[src/rtl/regport_pkg.sv]
package regport_pkg;

  typedef enum logic [3:0] {
    ST_IDLE,
    ST_ADDR,
    ST_ADDR_ACK,
    ST_MAP,
    ST_MAP_ACK,
    ST_WR,
    ST_WR_ACK,
    ST_RD,
    ST_RD_ACK
  } i2c_st_t;

  // Pointer step rule: bit 7 set means advance the 7-bit address field.
  function automatic logic [7:0] map_step(input logic [7:0] m);
    return m[7] ? {1'b1, m[6:0] + 7'd1} : m;
  endfunction

endpackage

[src/rtl/regport_sync.sv]
module regport_sync #(
  parameter int            W       = 1,
  parameter logic [W-1:0]  RST_VAL = '0
) (
  input  logic         clk,
  input  logic         rst_n,
  input  logic [W-1:0] d_i,
  output logic [W-1:0] q_o
);
  logic [W-1:0] meta_q;
  logic [W-1:0] sync_q;

  always_ff @(posedge clk or negedge rst_n) begin
    if (!rst_n) begin
      meta_q <= RST_VAL;
      sync_q <= RST_VAL;
    end else begin
      meta_q <= d_i;
      sync_q <= meta_q;
    end
  end

  assign q_o = sync_q;
endmodule

[src/rtl/regport_i2c.sv]
module regport_i2c
  import regport_pkg::*;
#(
  parameter logic [5:0] DEV_ID = 6'b001000
) (
  input  logic       clk,
  input  logic       rst_n,
  input  logic       en_i,
  input  logic       scl_i,
  input  logic       sda_i,
  input  logic       ad_i,
  input  logic [7:0] rd_data_i,
  output logic       oe_o,
  output logic       we_o,
  output logic [6:0] addr_o,
  output logic [7:0] wr_data_o
);
  i2c_st_t     st_q, st_d;
  logic [7:0]  sh_q, sh_d;
  logic [3:0]  cnt_q, cnt_d;
  logic [7:0]  ptr_q, ptr_d;
  logic        rw_q, rw_d;
  logic        oe_q, oe_d;
  logic        mack_q, mack_d;
  logic        scl_q, sda_q;
  logic        start, stop, rise, fall;

  assign start = scl_i & scl_q & sda_q & ~sda_i;
  assign stop  = scl_i & scl_q & ~sda_q & sda_i;
  assign rise  = scl_i & ~scl_q;
  assign fall  = ~scl_i & scl_q;

  always_comb begin
    st_d   = st_q;
    sh_d   = sh_q;
    cnt_d  = cnt_q;
    ptr_d  = ptr_q;
    rw_d   = rw_q;
    oe_d   = oe_q;
    mack_d = mack_q;
    we_o   = 1'b0;
    if (!en_i) begin
      st_d  = ST_IDLE;
      oe_d  = 1'b0;
      cnt_d = '0;
    end else if (start) begin
      st_d  = ST_ADDR;
      cnt_d = '0;
      oe_d  = 1'b0;
    end else if (stop) begin
      st_d = ST_IDLE;
      oe_d = 1'b0;
    end else if (rise) begin
      case (st_q)
        ST_ADDR, ST_MAP, ST_WR: begin
          if (cnt_q != 4'd8) begin
            sh_d  = {sh_q[6:0], sda_i};
            cnt_d = cnt_q + 4'd1;
          end
        end
        ST_RD:     cnt_d  = cnt_q + 4'd1;
        ST_RD_ACK: mack_d = ~sda_i;
        default: ;
      endcase
    end else if (fall) begin
      case (st_q)
        ST_ADDR: if (cnt_q == 4'd8) begin
          cnt_d = '0;
          if (sh_q[7:1] == {DEV_ID, ad_i}) begin
            oe_d = 1'b1;
            rw_d = sh_q[0];
            st_d = ST_ADDR_ACK;
          end else begin
            st_d = ST_IDLE;
          end
        end
        ST_MAP: if (cnt_q == 4'd8) begin
          cnt_d = '0;
          ptr_d = sh_q;
          oe_d  = 1'b1;
          st_d  = ST_MAP_ACK;
        end
        ST_WR: if (cnt_q == 4'd8) begin
          cnt_d = '0;
          we_o  = 1'b1;
          ptr_d = map_step(ptr_q);
          oe_d  = 1'b1;
          st_d  = ST_WR_ACK;
        end
        ST_ADDR_ACK: begin
          if (rw_q) begin
            sh_d = rd_data_i;
            oe_d = ~rd_data_i[7];
            st_d = ST_RD;
          end else begin
            oe_d = 1'b0;
            st_d = ST_MAP;
          end
        end
        ST_MAP_ACK, ST_WR_ACK: begin
          oe_d = 1'b0;
          st_d = ST_WR;
        end
        ST_RD: begin
          if (cnt_q == 4'd8) begin
            cnt_d = '0;
            oe_d  = 1'b0;
            ptr_d = map_step(ptr_q);
            st_d  = ST_RD_ACK;
          end else begin
            sh_d = {sh_q[6:0], 1'b0};
            oe_d = ~sh_q[6];
          end
        end
        ST_RD_ACK: begin
          if (mack_q) begin
            sh_d = rd_data_i;
            oe_d = ~rd_data_i[7];
            st_d = ST_RD;
          end else begin
            st_d = ST_IDLE;
          end
        end
        default: ;
      endcase
    end
  end

  always_ff @(posedge clk or negedge rst_n) begin
    if (!rst_n) begin
      st_q   <= ST_IDLE;
      sh_q   <= '0;
      cnt_q  <= '0;
      ptr_q  <= '0;
      rw_q   <= 1'b0;
      oe_q   <= 1'b0;
      mack_q <= 1'b0;
      scl_q  <= 1'b1;
      sda_q  <= 1'b1;
    end else begin
      st_q   <= st_d;
      sh_q   <= sh_d;
      cnt_q  <= cnt_d;
      ptr_q  <= ptr_d;
      rw_q   <= rw_d;
      oe_q   <= oe_d;
      mack_q <= mack_d;
      scl_q  <= scl_i;
      sda_q  <= sda_i;
    end
  end

  assign oe_o      = oe_q;
  assign addr_o    = ptr_q[6:0];
  assign wr_data_o = sh_q;
endmodule

[src/rtl/regport_spi.sv]
module regport_spi
  import regport_pkg::*;
#(
  parameter logic [5:0] DEV_ID = 6'b001000
) (
  input  logic       clk,
  input  logic       rst_n,
  input  logic       en_i,
  input  logic       cs_n_i,
  input  logic       sck_i,
  input  logic       sdi_i,
  output logic       we_o,
  output logic [6:0] addr_o,
  output logic [7:0] wr_data_o
);
  logic [6:0] sh_q, sh_d;
  logic [2:0] cnt_q, cnt_d;
  logic [1:0] idx_q, idx_d;
  logic       ok_q, ok_d;
  logic [7:0] ptr_q, ptr_d;
  logic       sck_q;
  logic [7:0] byte_w;
  logic       rise;

  assign rise   = sck_i & ~sck_q;
  assign byte_w = {sh_q, sdi_i};

  always_comb begin
    sh_d  = sh_q;
    cnt_d = cnt_q;
    idx_d = idx_q;
    ok_d  = ok_q;
    ptr_d = ptr_q;
    we_o  = 1'b0;
    if (!en_i || cs_n_i) begin
      cnt_d = '0;
      idx_d = '0;
      ok_d  = 1'b0;
    end else if (rise) begin
      sh_d  = byte_w[6:0];
      cnt_d = cnt_q + 3'd1;
      if (cnt_q == 3'd7) begin
        case (idx_q)
          2'd0: begin
            ok_d  = (byte_w == {DEV_ID, 2'b00});
            idx_d = 2'd1;
          end
          2'd1: begin
            if (ok_q) ptr_d = byte_w;
            idx_d = 2'd2;
          end
          default: begin
            if (ok_q) begin
              we_o  = 1'b1;
              ptr_d = map_step(ptr_q);
            end
          end
        endcase
      end
    end
  end

  always_ff @(posedge clk or negedge rst_n) begin
    if (!rst_n) begin
      sh_q  <= '0;
      cnt_q <= '0;
      idx_q <= '0;
      ok_q  <= 1'b0;
      ptr_q <= '0;
      sck_q <= 1'b0;
    end else begin
      sh_q  <= sh_d;
      cnt_q <= cnt_d;
      idx_q <= idx_d;
      ok_q  <= ok_d;
      ptr_q <= ptr_d;
      sck_q <= sck_i;
    end
  end

  assign addr_o    = ptr_q[6:0];
  assign wr_data_o = byte_w;
endmodule

[src/rtl/regport_top.sv]
module regport_top #(
  parameter int         NUM_REGS = 8,
  parameter logic [5:0] DEV_ID   = 6'b001000
) (
  input  logic                  clk,
  input  logic                  rst_n,
  input  logic                  ctl_clk_i,
  input  logic                  ctl_dat_i,
  output logic                  ctl_dat_oe_o,
  input  logic                  ctl_sel_i,
  output logic [NUM_REGS*8-1:0] regs_o
);
  localparam int         AW    = $clog2(NUM_REGS);
  localparam logic [6:0] NREG7 = 7'(NUM_REGS);

  logic [1:0] rst_pipe;
  logic       rst_n_s;
  logic       scl_s, sda_s, sel_s;
  logic       sel_q, sel_d;
  logic       spi_mode_q, spi_mode_d;
  logic       i2c_we, spi_we, wr_en;
  logic [6:0] i2c_addr, spi_addr, wr_addr;
  logic [7:0] i2c_wd, spi_wd, wr_data, rd_data;

  // Reset asserts at once, releases on the clock.
  always_ff @(posedge clk or negedge rst_n) begin
    if (!rst_n) rst_pipe <= '0;
    else        rst_pipe <= {rst_pipe[0], 1'b1};
  end
  assign rst_n_s = rst_pipe[1];

  regport_sync #(.W(2), .RST_VAL(2'b11)) u_sync_bus (
    .clk(clk), .rst_n(rst_n_s),
    .d_i({ctl_clk_i, ctl_dat_i}), .q_o({scl_s, sda_s})
  );
  regport_sync #(.W(1), .RST_VAL(1'b0)) u_sync_sel (
    .clk(clk), .rst_n(rst_n_s), .d_i(ctl_sel_i), .q_o(sel_s)
  );

  // Mode latch: a select fall after reset is sticky.
  always_comb begin
    sel_d      = sel_s;
    spi_mode_d = spi_mode_q | (sel_q & ~sel_s);
  end

  always_ff @(posedge clk or negedge rst_n_s) begin
    if (!rst_n_s) begin
      sel_q      <= 1'b0;
      spi_mode_q <= 1'b0;
    end else begin
      sel_q      <= sel_d;
      spi_mode_q <= spi_mode_d;
    end
  end

  regport_i2c #(.DEV_ID(DEV_ID)) u_i2c (
    .clk(clk), .rst_n(rst_n_s), .en_i(~spi_mode_q),
    .scl_i(scl_s), .sda_i(sda_s), .ad_i(sel_s),
    .rd_data_i(rd_data), .oe_o(ctl_dat_oe_o),
    .we_o(i2c_we), .addr_o(i2c_addr), .wr_data_o(i2c_wd)
  );

  regport_spi #(.DEV_ID(DEV_ID)) u_spi (
    .clk(clk), .rst_n(rst_n_s), .en_i(spi_mode_q),
    .cs_n_i(sel_s), .sck_i(scl_s), .sdi_i(sda_s),
    .we_o(spi_we), .addr_o(spi_addr), .wr_data_o(spi_wd)
  );

  assign wr_en   = i2c_we | spi_we;
  assign wr_addr = spi_mode_q ? spi_addr : i2c_addr;
  assign wr_data = spi_mode_q ? spi_wd   : i2c_wd;

  for (genvar g = 0; g < NUM_REGS; g++) begin : g_reg
    logic       hit;
    logic [7:0] q;
    assign hit = wr_en && (wr_addr == 7'(g));
    always_ff @(posedge clk or negedge rst_n_s) begin
      if (!rst_n_s) q <= '0;
      else if (hit) q <= wr_data;
    end
    assign regs_o[g*8 +: 8] = q;
  end

  logic [AW-1:0] rd_idx;
  assign rd_idx  = i2c_addr[AW-1:0];
  assign rd_data = (i2c_addr < NREG7) ? regs_o[{rd_idx, 3'b000} +: 8] : 8'h00;
endmodule

[config.mk]
export PLATFORM = sky130hd
export DESIGN_NAME = regport_top
export DESIGN_NICKNAME = d
export VERILOG_FILES = /design/src/rtl/regport_pkg.sv /design/src/rtl/regport_sync.sv /design/src/rtl/regport_i2c.sv /design/src/rtl/regport_spi.sv /design/src/rtl/regport_top.sv
export SDC_FILE = /design/constraint.sdc
export NUM_CORES = 1
export LEC_CHECK = 0
export BUFFER_PORTS_ARGS = -buffer_cell sky130_fd_sc_hd__buf_4
export CAP_MARGIN = 25
export CORE_UTILIZATION = 35
export DETAILED_ROUTE_END_ITERATION = 6
export PLACE_DENSITY = 0.62
export REMOVE_ABC_BUFFERS = 1
export SLEW_MARGIN = 20
export SYNTH_ARGS = -nofsm -noshare
export SYNTH_HDL_FRONTEND = slang
export SYNTH_SLANG_ARGS = --single-unit
export TNS_END_PERCENT = 1
[constraint.sdc]
create_clock -name clk -period 10.1 [get_ports clk]
set_clock_uncertainty 0.05 [all_clocks]
set_input_delay 0.505 -clock clk [delete_from_list [all_inputs] [get_ports clk]]
set_output_delay 0.505 -clock clk [all_outputs]
set_load 0.005 [all_outputs]
==> results.md <==
- Vias per cell: approximately 5.7
- Ranking of synthesized cells by area: sky130_fd_sc_hd__dfrtp_1 (47%), sky130_fd_sc_hd__mux2i_1 (6.6%), sky130_fd_sc_hd__nand2_1 (5.0%)
- Largest fanout of any net on the critical path: 24
- GRT overflow: 0
- Setup repair after global routing missed its margin: false
- Crit path DAT: 3.05 ns
- Number of enable flip-flop cells after synthesis: 0
- Worst-case clock buffer depth: 2
- Type of the most critical hold path: in -> reg
- Number of buffers created by CTS: 17
- Number of diodes: 0
- Core Rows: 48
- Required arrival time at the worst endpoint: roughly 10 ns
- Number of antenna violations at the first check in global routing: 0
- Via total after detailed routing: 5190
- DRC viols: 0
- Max-cap viol count: 0
- Filler-free cell count of the finished design: approximately 920
- Antenna Nets Post-Route: 0
- Static leakage: 3.278 nW
- Die outline area: between 15000 and 20000 um^2
- Netlist cell types: between 60 and 70
- Kind of start point of the critical path: register
- Share of final-layout standard cells stronger than drive strength 1: 0.2225
- Number of global-route vias before repair: 5046
- Number of standard cells after synthesis: roughly 620
- Maximum number of pins on one net before global-route repair: 82
- Wire length per cell: 19.22 um
- Critical path launch point: spi_mode_q
- Number of setup violations in the final report: 0
- Critical Path End Type: register
- Number of I/O port buffers: just under 70
- Status: finished clean
- CTS Sinks: roughly 130
- Class of the most critical setup path: reg -> reg
- Clock edge transition at the registers on the reported setup and hold paths: 0.06 ns
- Peak supply drop: 0.1014 mV
- Final worst path period share: 0.2805
- Starting DRC count in detailed routing: 476
- CTS root buf: sky130_fd_sc_hd__clkbuf_16
- Worst-Margin Slew: 0.9592 ns
- Standard cell core area: around 17000 um^2
- Worst hold start: ctl_sel_i
- Hold Violations, Final: 0
- Cell type with the highest aggregate area in the netlist: sky130_fd_sc_hd__dfrtp_1
- GRT Resource Usage Total: 0.2017
- CTS H-tree lvls: 4
- Setup TNS: 0 ns
- Primary flip-flop cell chosen by synthesis mapping: sky130_fd_sc_hd__dfrtp_1
- Height of the die: roughly 140 um
- Post-Syn Area per Cell: 10.24 um^2
- TritonCTS clock tree: built
- Global-route wire length before repair: 28230 um
- Synthesis-stage register bit count: 125
- Sequential element share of the synthesized area: 0.4955
- List of most frequent post-synthesis cells: sky130_fd_sc_hd__dfrtp_1 (119), sky130_fd_sc_hd__nand2_1 (84), sky130_fd_sc_hd__o21ai_1 (50)
- Initial Utilization: 0.3621
- Placed insts: 883
- Post-synthesis cell area: 6329 um^2
- Yosys warns: 0
- TritonRoute pass-1 iters: 5
- Origin of the critical flop-to-flop path: spi_mode_q
- Pins over their slew limit: 0
- Routability congestion estimate from global placement: about 0.86
- I/O Pins: 70
- Final wirelength: ~18000 um
- Share of synthesized flip-flops with an asynchronous set or reset: 1.000
- # nets final: 690
- Die width: 136.5 um
- Estimated wirelength of the detail-placed design: 11820 um
- F_max: 0.3530 GHz
- Clock insertion delay at the later pin of the skew report: around 0.42 ns
- Post-layout minimum cycle time: 2.833 ns
- Top-count cell post-synth: sky130_fd_sc_hd__dfrtp_1
- Area share of the largest cell type after synthesis: 0.4705
- Power per Cell Area: 161.5 nW/um^2
- Relative slew slack: 0.3605
- Area growth from synthesis to layout: 20.56%
[sequential cells by signal, indices dropped and copies added, names as in the netlist, 2 cells and up]
signal             flops
g.q                   64
u_i2c.ptr_q            8
u_i2c.wr_data_o        8
u_spi.ptr_q            8
u_spi.sh_q             7
u_i2c.cnt_q            4
u_i2c.st_q             4
u_spi.cnt_q            3
rst_pipe               2
u_spi.idx_q            2
u_sync_bus.meta_q      2
u_sync_bus.q_o         2
[critical path: stages, from the launching register on]
cell                        delay, ns
sky130_fd_sc_hd__dfrtp_1         0.38
sky130_fd_sc_hd__buf_4           0.34
sky130_fd_sc_hd__inv_2           0.17
sky130_fd_sc_hd__o41ai_4         0.74
sky130_fd_sc_hd__o2111ai_2       0.63
sky130_fd_sc_hd__nand2_1         0.27
sky130_fd_sc_hd__o21ai_1         0.09
[cell usage in the layout (no fill, tap or decap), drive strengths merged, types with 6 or more instances in the layout]
cell type  count
dfrtp        119
o21ai         90
nand2         84
buf           72
mux2i         42
nor2          25
clkbuf        23
mux2          22
a21oi         21
inv           16
a22oi         15
nand3         14
nor3          12
o2111ai        9
nor2b          8
a32o           8
nand2b         7
ha             6
dfstp          6
nor4           6
[where the power goes]
group	total (W)	leakage, nW	internal (W)	switching [W]
logic	0.0000643	1.29	0.0000185	0.0000459
clock network	0.000625	0.294	0.000393	0.000232
registers	0.000543	1.70	0.000517	0.0000265
[final timing paths]
kind	endpoint	slack, ns	depth (start not counted)
max	g_reg[5].q[3]	7.27	6
min	u_sync_sel.meta_q	0.14	1
max reg2reg	g_reg[5].q[3]	7.27	6
min reg2reg	u_spi.sh_q[3]	0.28	0
max in group asynchronous	u_i2c.wr_data_o[2]	8.60	1
min in group asynchronous	u_spi.sh_q[3]	0.28	0
[cell type report]
cell class	count	area [um^2]
sequential	125	3139
multi-input combinational	448	2989
timing repair buffer	74	559.3
clock inverter	10	127.6
clock buffer	22	484.2
inverter	13	48.80
fill	1663	9847
tap	225	281.5
[repair_timing]
| item | in CTS | in global routing |
|---|---|---|
| resized for setup | 0 | 0 |
| hold buffers | 1 | 0 |
| setup buffers | 0 | 0 |
| endpoints found under the hold margin | 2 | 0 |
[logic make-up after synthesis]
group / after synthesis / share of synthesized area
other cells: 1 / 0.0005926
flops: 125 / 0.4955
simple gates: 186 / 0.1461
xor+xnor: 6 / 0.008305
fa+ha+maj: 6 / 0.01186
compound gates: 183 / 0.1928
mux: 66 / 0.1127
buf+inv: 45 / 0.03222
[per-layer routing]
layer | GRT usage | vias up | routed length [um]
met4 | 0.08148 | 0 | 381
met1 | 0.2786 | 2552 | 7962
met5 | 0 | - | 0
met2 | 0.3029 | 206 | 8245
met3 | 0.04735 | 29 | 1035
li1 | - | 2403 | -
[through the flow]
| step | setup WS, ns | power [W] | utilization | instance area, um^2 | hold slack, ns |
|---|---|---|---|---|---|
| floorplan | 6.320 | 0.0005830 | - | 6173 | 0.1594 |
| global placement | 7.421 | 0.0006141 | 0.4005 | 6999 | 0.2392 |
| detailed placement | 7.283 | 0.0006166 | 0.4005 | 6999 | 0.2408 |
| CTS | 7.250 | 0.001242 | 0.4361 | 7621 | 0.1250 |
| global route | 7.080 | 0.001275 | 0.4366 | 7630 | 0.1242 |
| finish | 7.267 | 0.001232 | 0.4366 | 7630 | 0.1422 |
Note: power is estimated with default switching activity, not from simulation.
